==> config.mk <==
export PLATFORM = sky130hd
export DESIGN_NAME = manch_rx
export DESIGN_NICKNAME = d
export VERILOG_FILES = /design/src/rtl/mrx_pkg.sv /design/src/rtl/mrx_glitch_filter.sv /design/src/rtl/mrx_edge_timer.sv /design/src/rtl/mrx_squelch.sv /design/src/rtl/mrx_bit_clock.sv /design/src/rtl/manch_rx.sv
export SDC_FILE = /design/constraint.sdc
export NUM_CORES = 1
export LEC_CHECK = 0
export ABC_AREA = 1
export BUFFER_PORTS_ARGS = -buffer_cell sky130_fd_sc_hd__buf_2
export CAP_MARGIN = 25
export CORE_MARGIN = 3
export CORE_UTILIZATION = 55
export CTS_CLUSTER_SIZE = 12
export DETAILED_ROUTE_END_ITERATION = 6
export HOLD_SLACK_MARGIN = 0.06
export PLACE_DENSITY = 0.82
export SYNTH_ARGS = -nofsm -noshare
export SYNTH_HDL_FRONTEND = slang
export SYNTH_HIERARCHICAL = 1
export SYNTH_SLANG_ARGS = --single-unit
==> constraint.sdc <==
create_clock -name clk -period 2.18 [get_ports clk]
set_input_delay 0.109 -clock clk [delete_from_list [all_inputs] [get_ports clk]]
set_output_delay 0.109 -clock clk [all_outputs]
set_load 0.1 [all_outputs]
==> src/rtl/mrx_pkg.sv <==
// Shared types for the Manchester line decoder.
package mrx_pkg;

    // Class of the spacing between two filtered line transitions.
    typedef enum logic [1:0] {
        IV_NONE  = 2'd0,   // no transition this cycle
        IV_SHORT = 2'd1,   // about half a bit
        IV_LONG  = 2'd2,   // about one bit
        IV_BAD   = 2'd3    // outside both windows
    } ivl_class_t;

endpackage

==> src/rtl/mrx_glitch_filter.sv <==
// Width filter on the sampled line.
// The filtered level follows the input only after the input has held a
// new value for MIN_PULSE consecutive samples. Shorter pulses vanish.
// Assumes MIN_PULSE >= 2 and that real line pulses are at least MIN_PULSE wide.
module mrx_glitch_filter #(
    parameter int MIN_PULSE = 3
) (
    input  logic clk,
    input  logic rst_n,
    input  logic din,
    output logic level_o
);
    localparam int CW = $clog2(MIN_PULSE + 1);

    logic [CW-1:0] run_q;
    logic          level_q;

    // Count samples that differ from the committed level; commit on MIN_PULSE.
    always_ff @(posedge clk) begin
        if (!rst_n) begin
            level_q <= 1'b0;
            run_q   <= '0;
        end else if (din != level_q) begin
            if (run_q == CW'(MIN_PULSE - 1)) begin
                level_q <= din;
                run_q   <= '0;
            end else begin
                run_q <= run_q + 1'b1;
            end
        end else begin
            run_q <= '0;
        end
    end

    assign level_o = level_q;

endmodule

==> src/rtl/mrx_edge_timer.sv <==
// Detects transitions of the filtered line and classifies the spacing to
// the previous transition as short, long or bad (tolerance TOL samples).
// Assumes the filtered level resets low, so no edge appears at reset.
module mrx_edge_timer
    import mrx_pkg::*;
#(
    parameter int OSR = 8,
    parameter int TOL = 1
) (
    input  logic       clk,
    input  logic       rst_n,
    input  logic       level_i,
    output logic       edge_o,
    output logic       rise_o,
    output ivl_class_t cls_o
);
    localparam int HALF = OSR / 2;
    localparam int IMAX = 2 * OSR;
    localparam int IW   = $clog2(IMAX + 1);

    logic          level_d;
    logic [IW-1:0] ivl_q;
    logic          in_short, in_long;

    // Delay the level for edge detection and time the gap between edges.
    always_ff @(posedge clk) begin
        if (!rst_n) begin
            level_d <= 1'b0;
            ivl_q   <= IW'(IMAX);
        end else begin
            level_d <= level_i;
            if (level_i != level_d) begin
                ivl_q <= IW'(1);
            end else if (ivl_q != IW'(IMAX)) begin
                ivl_q <= ivl_q + 1'b1;
            end
        end
    end

    // Window tests on the elapsed gap.
    always_comb begin
        in_short = (ivl_q >= IW'(HALF - TOL)) && (ivl_q <= IW'(HALF + TOL));
        in_long  = (ivl_q >= IW'(OSR - TOL))  && (ivl_q <= IW'(OSR + TOL));
    end

    // Classify the current edge.
    always_comb begin
        edge_o = (level_i != level_d);
        rise_o = level_i;
        if (!edge_o)       cls_o = IV_NONE;
        else if (in_long)  cls_o = IV_LONG;
        else if (in_short) cls_o = IV_SHORT;
        else               cls_o = IV_BAD;
    end

endmodule

==> src/rtl/mrx_squelch.sv <==
// Pulse-width squelch and mid-bit tracker.
// Counts consecutive valid-spacing edges, keeps track of whether the last
// edge was mid-bit, opens after OPEN_CNT valid edges ending on a mid-bit
// edge, and closes after CLOSE_SAMPLES samples without a mid-bit edge.
module mrx_squelch
    import mrx_pkg::*;
#(
    parameter int OPEN_CNT      = 4,
    parameter int CLOSE_SAMPLES = 16
) (
    input  logic       clk,
    input  logic       rst_n,
    input  logic       edge_i,
    input  ivl_class_t cls_i,
    output logic       mid_o,
    output logic       open_o
);
    localparam int CW = $clog2(OPEN_CNT + 1);
    localparam int GW = $clog2(CLOSE_SAMPLES + 1);

    logic [CW-1:0] cnt_q, cnt_inc;
    logic [GW-1:0] gap_q;
    logic          known_q, last_mid_q, open_q;
    logic          is_short, is_long, mid_now, do_open, do_close;

    // Decide the class of this edge and the squelch transitions.
    always_comb begin
        is_short = edge_i && (cls_i == IV_SHORT);
        is_long  = edge_i && (cls_i == IV_LONG);
        mid_now  = is_long || (is_short && known_q && !last_mid_q);
        cnt_inc  = (cnt_q == CW'(OPEN_CNT)) ? cnt_q : cnt_q + 1'b1;
        do_open  = !open_q && (is_short || is_long) && mid_now
                   && (cnt_inc == CW'(OPEN_CNT));
        do_close = open_q && !mid_now && (gap_q == GW'(CLOSE_SAMPLES - 1));
    end

    // Qualification count and phase knowledge; closing clears both.
    always_ff @(posedge clk) begin
        if (!rst_n) begin
            cnt_q      <= '0;
            known_q    <= 1'b0;
            last_mid_q <= 1'b0;
        end else if (do_close) begin
            cnt_q   <= '0;
            known_q <= 1'b0;
        end else if (is_long) begin
            cnt_q      <= cnt_inc;
            known_q    <= 1'b1;
            last_mid_q <= 1'b1;
        end else if (is_short) begin
            cnt_q      <= cnt_inc;
            last_mid_q <= !last_mid_q;
        end else if (edge_i) begin
            cnt_q   <= '0;
            known_q <= 1'b0;
        end
    end

    // Samples since the last mid-bit edge, saturating.
    always_ff @(posedge clk) begin
        if (!rst_n) begin
            gap_q <= GW'(CLOSE_SAMPLES);
        end else if (mid_now) begin
            gap_q <= '0;
        end else if (gap_q != GW'(CLOSE_SAMPLES)) begin
            gap_q <= gap_q + 1'b1;
        end
    end

    // Squelch state.
    always_ff @(posedge clk) begin
        if (!rst_n)        open_q <= 1'b0;
        else if (do_open)  open_q <= 1'b1;
        else if (do_close) open_q <= 1'b0;
    end

    assign mid_o  = mid_now;
    assign open_o = open_q;

endmodule

==> src/rtl/mrx_bit_clock.sv <==
// Free-running bit phase counter. Reloaded to mid-bit on every recognised
// mid-bit edge; the bit clock is high for the second half of the bit.
// Assumes OSR is even.
module mrx_bit_clock #(
    parameter int OSR = 8
) (
    input  logic clk,
    input  logic rst_n,
    input  logic resync_i,
    output logic bclk_o
);
    localparam int HALF = OSR / 2;
    localparam int PW   = $clog2(OSR);

    logic [PW-1:0] phase_q;

    // Advance the phase modulo OSR, snapping to mid-bit on resync.
    always_ff @(posedge clk) begin
        if (!rst_n)                         phase_q <= '0;
        else if (resync_i)                  phase_q <= PW'(HALF);
        else if (phase_q == PW'(OSR - 1))   phase_q <= '0;
        else                                phase_q <= phase_q + 1'b1;
    end

    assign bclk_o = (phase_q >= PW'(HALF));

endmodule

==> src/rtl/manch_rx.sv <==
// Manchester receive decoder for an oversampled line.
// Chain: width filter -> edge timer -> squelch/mid tracker -> registered
// bit output; a free-running bit clock is resynchronised by mid-bit edges.
// Assumes one line sample per clk and OSR samples per nominal bit.
module manch_rx #(
    parameter int OSR        = 8,
    parameter int MIN_PULSE  = 3,
    parameter int TOL        = 1,
    parameter int OPEN_CNT   = 4,
    parameter int CLOSE_BITS = 2
) (
    input  logic clk,
    input  logic rst_n,
    input  logic line_in,
    output logic rx_clk,
    output logic rx_data,
    output logic rx_valid,
    output logic carrier
);
    import mrx_pkg::*;

    localparam int CLOSE_SAMPLES = CLOSE_BITS * OSR;

    logic       flt_lvl;
    logic       edge_w, rise_w, mid_w, open_w;
    ivl_class_t cls_w;
    logic       data_q, valid_q;

    mrx_glitch_filter #(.MIN_PULSE(MIN_PULSE)) u_flt (
        .clk     (clk),
        .rst_n   (rst_n),
        .din     (line_in),
        .level_o (flt_lvl)
    );

    mrx_edge_timer #(.OSR(OSR), .TOL(TOL)) u_tmr (
        .clk     (clk),
        .rst_n   (rst_n),
        .level_i (flt_lvl),
        .edge_o  (edge_w),
        .rise_o  (rise_w),
        .cls_o   (cls_w)
    );

    mrx_squelch #(.OPEN_CNT(OPEN_CNT), .CLOSE_SAMPLES(CLOSE_SAMPLES)) u_sq (
        .clk    (clk),
        .rst_n  (rst_n),
        .edge_i (edge_w),
        .cls_i  (cls_w),
        .mid_o  (mid_w),
        .open_o (open_w)
    );

    mrx_bit_clock #(.OSR(OSR)) u_bclk (
        .clk      (clk),
        .rst_n    (rst_n),
        .resync_i (mid_w),
        .bclk_o   (rx_clk)
    );

    // Emit one bit per mid-bit edge seen while the squelch was already open.
    always_ff @(posedge clk) begin
        if (!rst_n) begin
            valid_q <= 1'b0;
            data_q  <= 1'b0;
        end else begin
            valid_q <= open_w && mid_w;
            if (open_w && mid_w) data_q <= rise_w;
        end
    end

    assign rx_data  = data_q;
    assign rx_valid = valid_q;
    assign carrier  = open_w;

endmodule

After elaboration in Yosys (flattened, before gate mapping)
Cells that the tools add are included.
{"block": "classes", "n_bitwise": 3, "n_lt_le_gt_ge": 5, "n_reduce_logical": 31, "n_eq_ne": 12, "n_addsub": 5, "muxes": 20}
{"operator": "$mux W5", "count": 4}
{"operator": "$mux W3", "count": 6}
{"operator": "$logic_and A1 B1 Y1", "count": 12}
{"operator": "$add A5 B1 Y5 const B", "count": 2}
{"operator": "$ne A5 B5 Y1 const B", "count": 2}
{"operator": "$reduce_bool A2 Y1", "count": 5}
{"operator": "$eq A3 B3 Y1 const B", "count": 3}
{"operator": "$mux W1", "count": 7}
{"operator": "$add A3 B1 Y3 const B", "count": 2}
{"operator": "$mux W2", "count": 3}
{"operator": "$reduce_and A2 Y1", "count": 3}
{"operator": "$reduce_or A2 Y1", "count": 3}
{"operator": "$reduce_or A3 Y1", "count": 2}
{"operator": "$eq A5 B4 Y1 const B", "count": 1}
{"operator": "$ge A5 B2 Y1 const B", "count": 1}
{"operator": "$ge A5 B3 Y1 const B", "count": 1}
{"operator": "$le A5 B3 Y1 const B", "count": 1}
{"operator": "$le A5 B4 Y1 const B", "count": 1}
{"operator": "$eq A2 B2 Y1 const B", "count": 2}
{"operator": "$ge A3 B3 Y1 const B", "count": 1}
{"operator": "$logic_not A1 Y1", "count": 3}
{"operator": "$not A1 Y1", "count": 3}
{"operator": "$reduce_bool A3 Y1", "count": 1}
{"operator": "$add A2 B1 Y2 const B", "count": 1}
{"operator": "4 further kinds", "count": 6}
{"block": "word_totals", "word_cells": 91, "reg_bits": 25}

Longest topological paths before layout
{"block": "logic_depth", "depth_word": 15, "mapped_depth": 15, "mapped_depth_nobuf": 15}

Hierarchy
The synthesis kept the hierarchy.
{"module": "mrx_squelch", "n_inst": 1, "seq_area_each_um2": 220.2, "area_each_um2": 638.1, "cells_each": 89}
{"module": "mrx_edge_timer", "n_inst": 1, "seq_area_each_um2": 120.1, "area_each_um2": 396.6, "cells_each": 57}
{"module": "mrx_bit_clock", "n_inst": 1, "seq_area_each_um2": 60.1, "area_each_um2": 145.1, "cells_each": 16}
{"module": "mrx_glitch_filter", "n_inst": 1, "seq_area_each_um2": 60.1, "area_each_um2": 131.4, "cells_each": 16}
{"module": "manch_rx", "n_inst": 1, "seq_area_each_um2": 40.0, "area_each_um2": 70.1, "cells_each": 10}

Worst setup path before layout
No wires, ideal clock.
{"block": "synth_timing", "path_kind": "flip-flop to flip-flop", "start": "register u_tmr.ivl_q[1]", "end": "register data_q (netlist: rx_data)", "setup_time_ns": 0.114, "n_path_buf": 0, "path_stages_with_launch": 13, "path_slack_ns": 0.383, "arrival_time_ns": 1.682, "cell_sequence": "dfxtp_1 > inv_1 > ha_1 > nor3_2 > nor2_1 > a21oi_1 > nand3_2 > nand2_1 > nand2_4 > inv_2 > nand2_1 > nor2_1 > nor2_1"}
{"block": "synth_between", "elab_chain_len": 11}
{"item": "from (decl)", "line": "mrx_edge_timer.sv:22", "rtl": "logic [IW-1:0] ivl_q;"}
{"item": "from (signal assigned)", "line": "mrx_edge_timer.sv:29", "rtl": "ivl_q <= IW'(IMAX);"}
{"item": "from (signal assigned)", "line": "mrx_edge_timer.sv:35", "rtl": "ivl_q <= ivl_q + 1'b1;"}
{"item": "$ge A5 B2 Y1 / $le A5 B3 Y1 (equally long branches)", "line": "mrx_edge_timer.sv:42", "rtl": "in_short = (ivl_q >= IW'(HALF - TOL)) && (ivl_q <= IW'(HALF + TOL));"}
{"item": "$logic_and A1 B1 Y1", "line": "mrx_edge_timer.sv:42"}
{"item": "$mux W2", "line": "mrx_edge_timer.sv:52", "rtl": "else if (in_short) cls_o = IV_SHORT;"}
{"item": "$mux W2 (*)", "line": "mrx_edge_timer.sv:51", "rtl": "else if (in_long) cls_o = IV_LONG;"}
{"item": "$mux W2 (*)", "line": "mrx_edge_timer.sv:50", "rtl": "if (!edge_o) cls_o = IV_NONE;"}
{"item": "named net cls_w[1]", "line": "manch_rx.sv:26", "rtl": "ivl_class_t cls_w;"}
{"item": "$eq A2 B1 Y1", "line": "mrx_squelch.sv:28", "rtl": "is_short = edge_i && (cls_i == IV_SHORT);"}
{"item": "$logic_and A1 B1 Y1", "line": "mrx_squelch.sv:28"}
{"item": "$logic_and A1 B1 Y1 (2 in series)", "line": "mrx_squelch.sv:30", "rtl": "mid_now = is_long || (is_short && known_q && !last_mid_q);"}
{"item": "$logic_or A1 B1 Y1 (*)", "line": "mrx_squelch.sv:30"}
{"item": "named net mid_w", "line": "manch_rx.sv:25", "rtl": "logic edge_w, rise_w, mid_w, open_w;"}
{"item": "$logic_and A1 B1 Y1 (*)", "line": "manch_rx.sv:68", "rtl": "if (open_w && mid_w) data_q <= rise_w;"}
{"item": "to (signal assigned)", "line": "manch_rx.sv:68"}
{"item": "to (decl)", "line": "manch_rx.sv:27", "rtl": "logic data_q, valid_q;"}
The timed path passes the listed nets; every way through them passes the cells marked *.
A chain may end at the register's enable or synchronous reset.

Worst setup path after layout
Same ends and word-level chain as after synthesis.

==> impl_metrics.ini <==
[global_route]
grt_pass1_wl_um = 4350
grt_use_total_pct = 16.8
gr-total-overflow = 0
use_met1_pct = 20.0
met3_usage_pct = 3.25
antenna_found_initial = 0
met2_usage_pct = 30.1
grt_pass1_vias = 1072
grt_max_degree = 17
busiest_layer = met2

[sta]
max_slew_margin_pct = 67.4
period_needed_ns = 1.91
fin_crit_sh_pct = 87.4
fmax_mhz = 525
fin_tns_setup_ns = 0
setup_viol = 0
holdWs_ns = 0.110
rsz0062_at_grt = false
hold_viol = 0
tightest_slew_ns = 0.493
clock-skew-final_ns = 0.00953
setup_slack_ns = 0.274
drv_slew = 0

[floorplan]
start_util_pct = 60.1
dieWidth_um = 56.1
row_count = 17
fp.dieH_um = 56.1
ioPinCount = 7
dieArea_sq_mm = 0.00315
fp.coreArea_sq_mm = 0.00230

[placement]
dp.cells = 220
pre_cts_slack_ns = 0.182
gp_congestion = 0.809
portBuffers = 6
hpwl_um = 1850
placed_cell_area_sq_mm = 0.00144

[yosys]
yosysWarnings = 6
synth_edf_count = 0
seq_area_frac_synth_pct = 36.2
synth.distinct_cells = 26
synth_nets = 203
synthArstFlopShare_pct = 0
yosys.area.top_type = dfxtp_1
synthTopCellsByArea = dfxtp_1, ha_1, nand2_1
synthTopCellsByCount = nand2_1, inv_1, dfxtp_1, nor2_1, nand3_1
synthFlopType = dfxtp_1
synthCells = 188
synth_most_common_cell = nand2_1
synth_area_sq_mm = 0.00138
ys_ff_latch = 25
syn_avg_cell_area_sq_um = 7.35
netlist.area_leader.share_pct = 36.2

[pwr]
power.density_mw_per_mm2 = 621
p_total_mw = 0.926
ir_drop_v = 0.000433
leakagePower_nw = 0.734

[finish]
fillers = 195
area.growth.synth_to_final_pct = 7.88
post-route-util_pct = 64.9
seq_area_sq_um = 505
insertedDiodeCount = 0
nets = 213
design_area_sq_mm = 0.00149
multi_input_area_sq_um = 748
layout-drive-gt1-share_pct = 15.2
finalNonFillerCells = 225

[clock_tree]
clock_path_buffers = 2
cts.reportedPaths.clkPinSlew_ns = 0.15
cts_inserted_buffers = 3
cts_max_level = 1
clkLatencyLatePin_ns = 0.32
clock-sinks = 25
cts-root-buf = clkbuf_4
cts_tree = yes
cts_setup_buffers = 0

[routing]
drcViolationCount = 0
routed_via_density = 5.19
vias = 1168
drt_iter0_markers = 34
first_pass_iters = 6
drt-total-wl_um = 2470
drtAntennaViolNets = 0
wire_per_inst_um = 11.0

[setup_path]
crit_path_end = rx_data
r2r-end = rx_data
r2r_setup_slack_ns = 0.27
critPathKind = flip-flop to flip-flop
critPathLaunch = u_tmr/ivl_q[1]
r2r_start = u_tmr/ivl_q[1]
endpoint_kind = flip-flop
arrival_ns = 2.18
start_kind = flip-flop
worstPathRequired_ns = 2.45
reg2reg_depth = 15
cp_max_fo = 7

[job]
maxCapViolations = 0

[hold_path]
hold_path_class = primary input to flip-flop

[run_status]
status = complete, no violations
## worst max-delay path: stages (launching register included)
cell and delay, ns:
dfxtp_4 0.40, inv_1 0.07, ha_1 0.20, a21oi_1 0.14
nand2_1 0.10, nand3_1 0.10, a21oi_2 0.07, inv_1 0.06
nand3_1 0.09, nand2_2 0.15, nand2_4 0.09, inv_2 0.08
nand2_1 0.09, nand2_1 0.09, nand2_1 0.05, nor2_1 0.08
## kinds of logic after synthesis
logic type | share of synthesized area, %
adders and majority gates | 10.9
buffers and inverters | 10.3
DFF | 36.2
xor gates and xnor gates | 3.08
and+or+nand+nor | 32.8
AOI/OAI and AO/OA | 6.70
## report_power, final
part	total (mW)	internal [mW]	switching, mW
combinational	0.189	0.0681	0.121
clock	0.215	0.0700	0.145
sequential	0.522	0.487	0.0355
## timing repair
| action | in CTS | in global routing |
|---|---|---|
| hold buffers | 1 | 0 |
| gates resized for setup | 0 | 5 |
| setup endpoints to repair | 0 | 13 |
| hold endpoints to repair | 1 | 0 |
## how the worst min path moves through the flow
stage               startpoint       endpoint  slack (ns)  depth (start not counted)
floorplan                rst_n  u_sq/gap_q[4]        0.18                          1
global route             rst_n  u_sq/gap_q[4]        0.12                          2
finish                   rst_n  u_sq/gap_q[4]        0.11                          2
detailed placement     line_in  u_flt/level_o        0.38                          3
CTS                      rst_n  u_sq/gap_q[4]        0.11                          2
global placement       line_in  u_flt/level_o        0.37                          3
## state kept, by name (all words and copies together) (netlist names)
signal	cells
rx_valid	1
u_sq/known_q	1
u_sq/last_mid_q	1
rx_data	1
u_bclk/phase_q	3
u_flt/run_q	2
u_tmr/level_d	1
u_tmr/ivl_q	5
u_sq/cnt_q	3
u_flt/level_o	1
u_sq/gap_q	5
u_sq/open_o	1
## routing by layer
layer	up-vias	wire [um]
met5	-	0
met2	21	1250
met3	4	76
met1	536	1110
met4	0	34
li1	607	-
## cell type report
| class | instances | share of cell area, % |
|---|---|---|
| Multi-Input combinational cell | 126 | 50.2 |
| Sequential cell | 25 | 33.9 |
| Inverter | 35 | 8.82 |
| Timing Repair Buffer | 7 | 2.69 |
| Tap cell | 28 | 2.35 |
| Clock buffer | 3 | 1.51 |
| Clock inverter | 1 | 0.504 |
## cell usage in the layout, fill, tap and decap left out, types with 4 or more instances in the layout
cell type / synthesis / routed
nand2_1: 38 / 38
inv_1: 32 / 32
nor2_1: 25 / 25
dfxtp_1: 25 / 23
nand3_1: 13 / 13
ha_1: 12 / 12
buf_2: 0 / 6
a21oi_1: 6 / 5
nand4_1: 5 / 5
nand3_2: 4 / 4
Note: power is estimated with default switching activity, not from simulation.
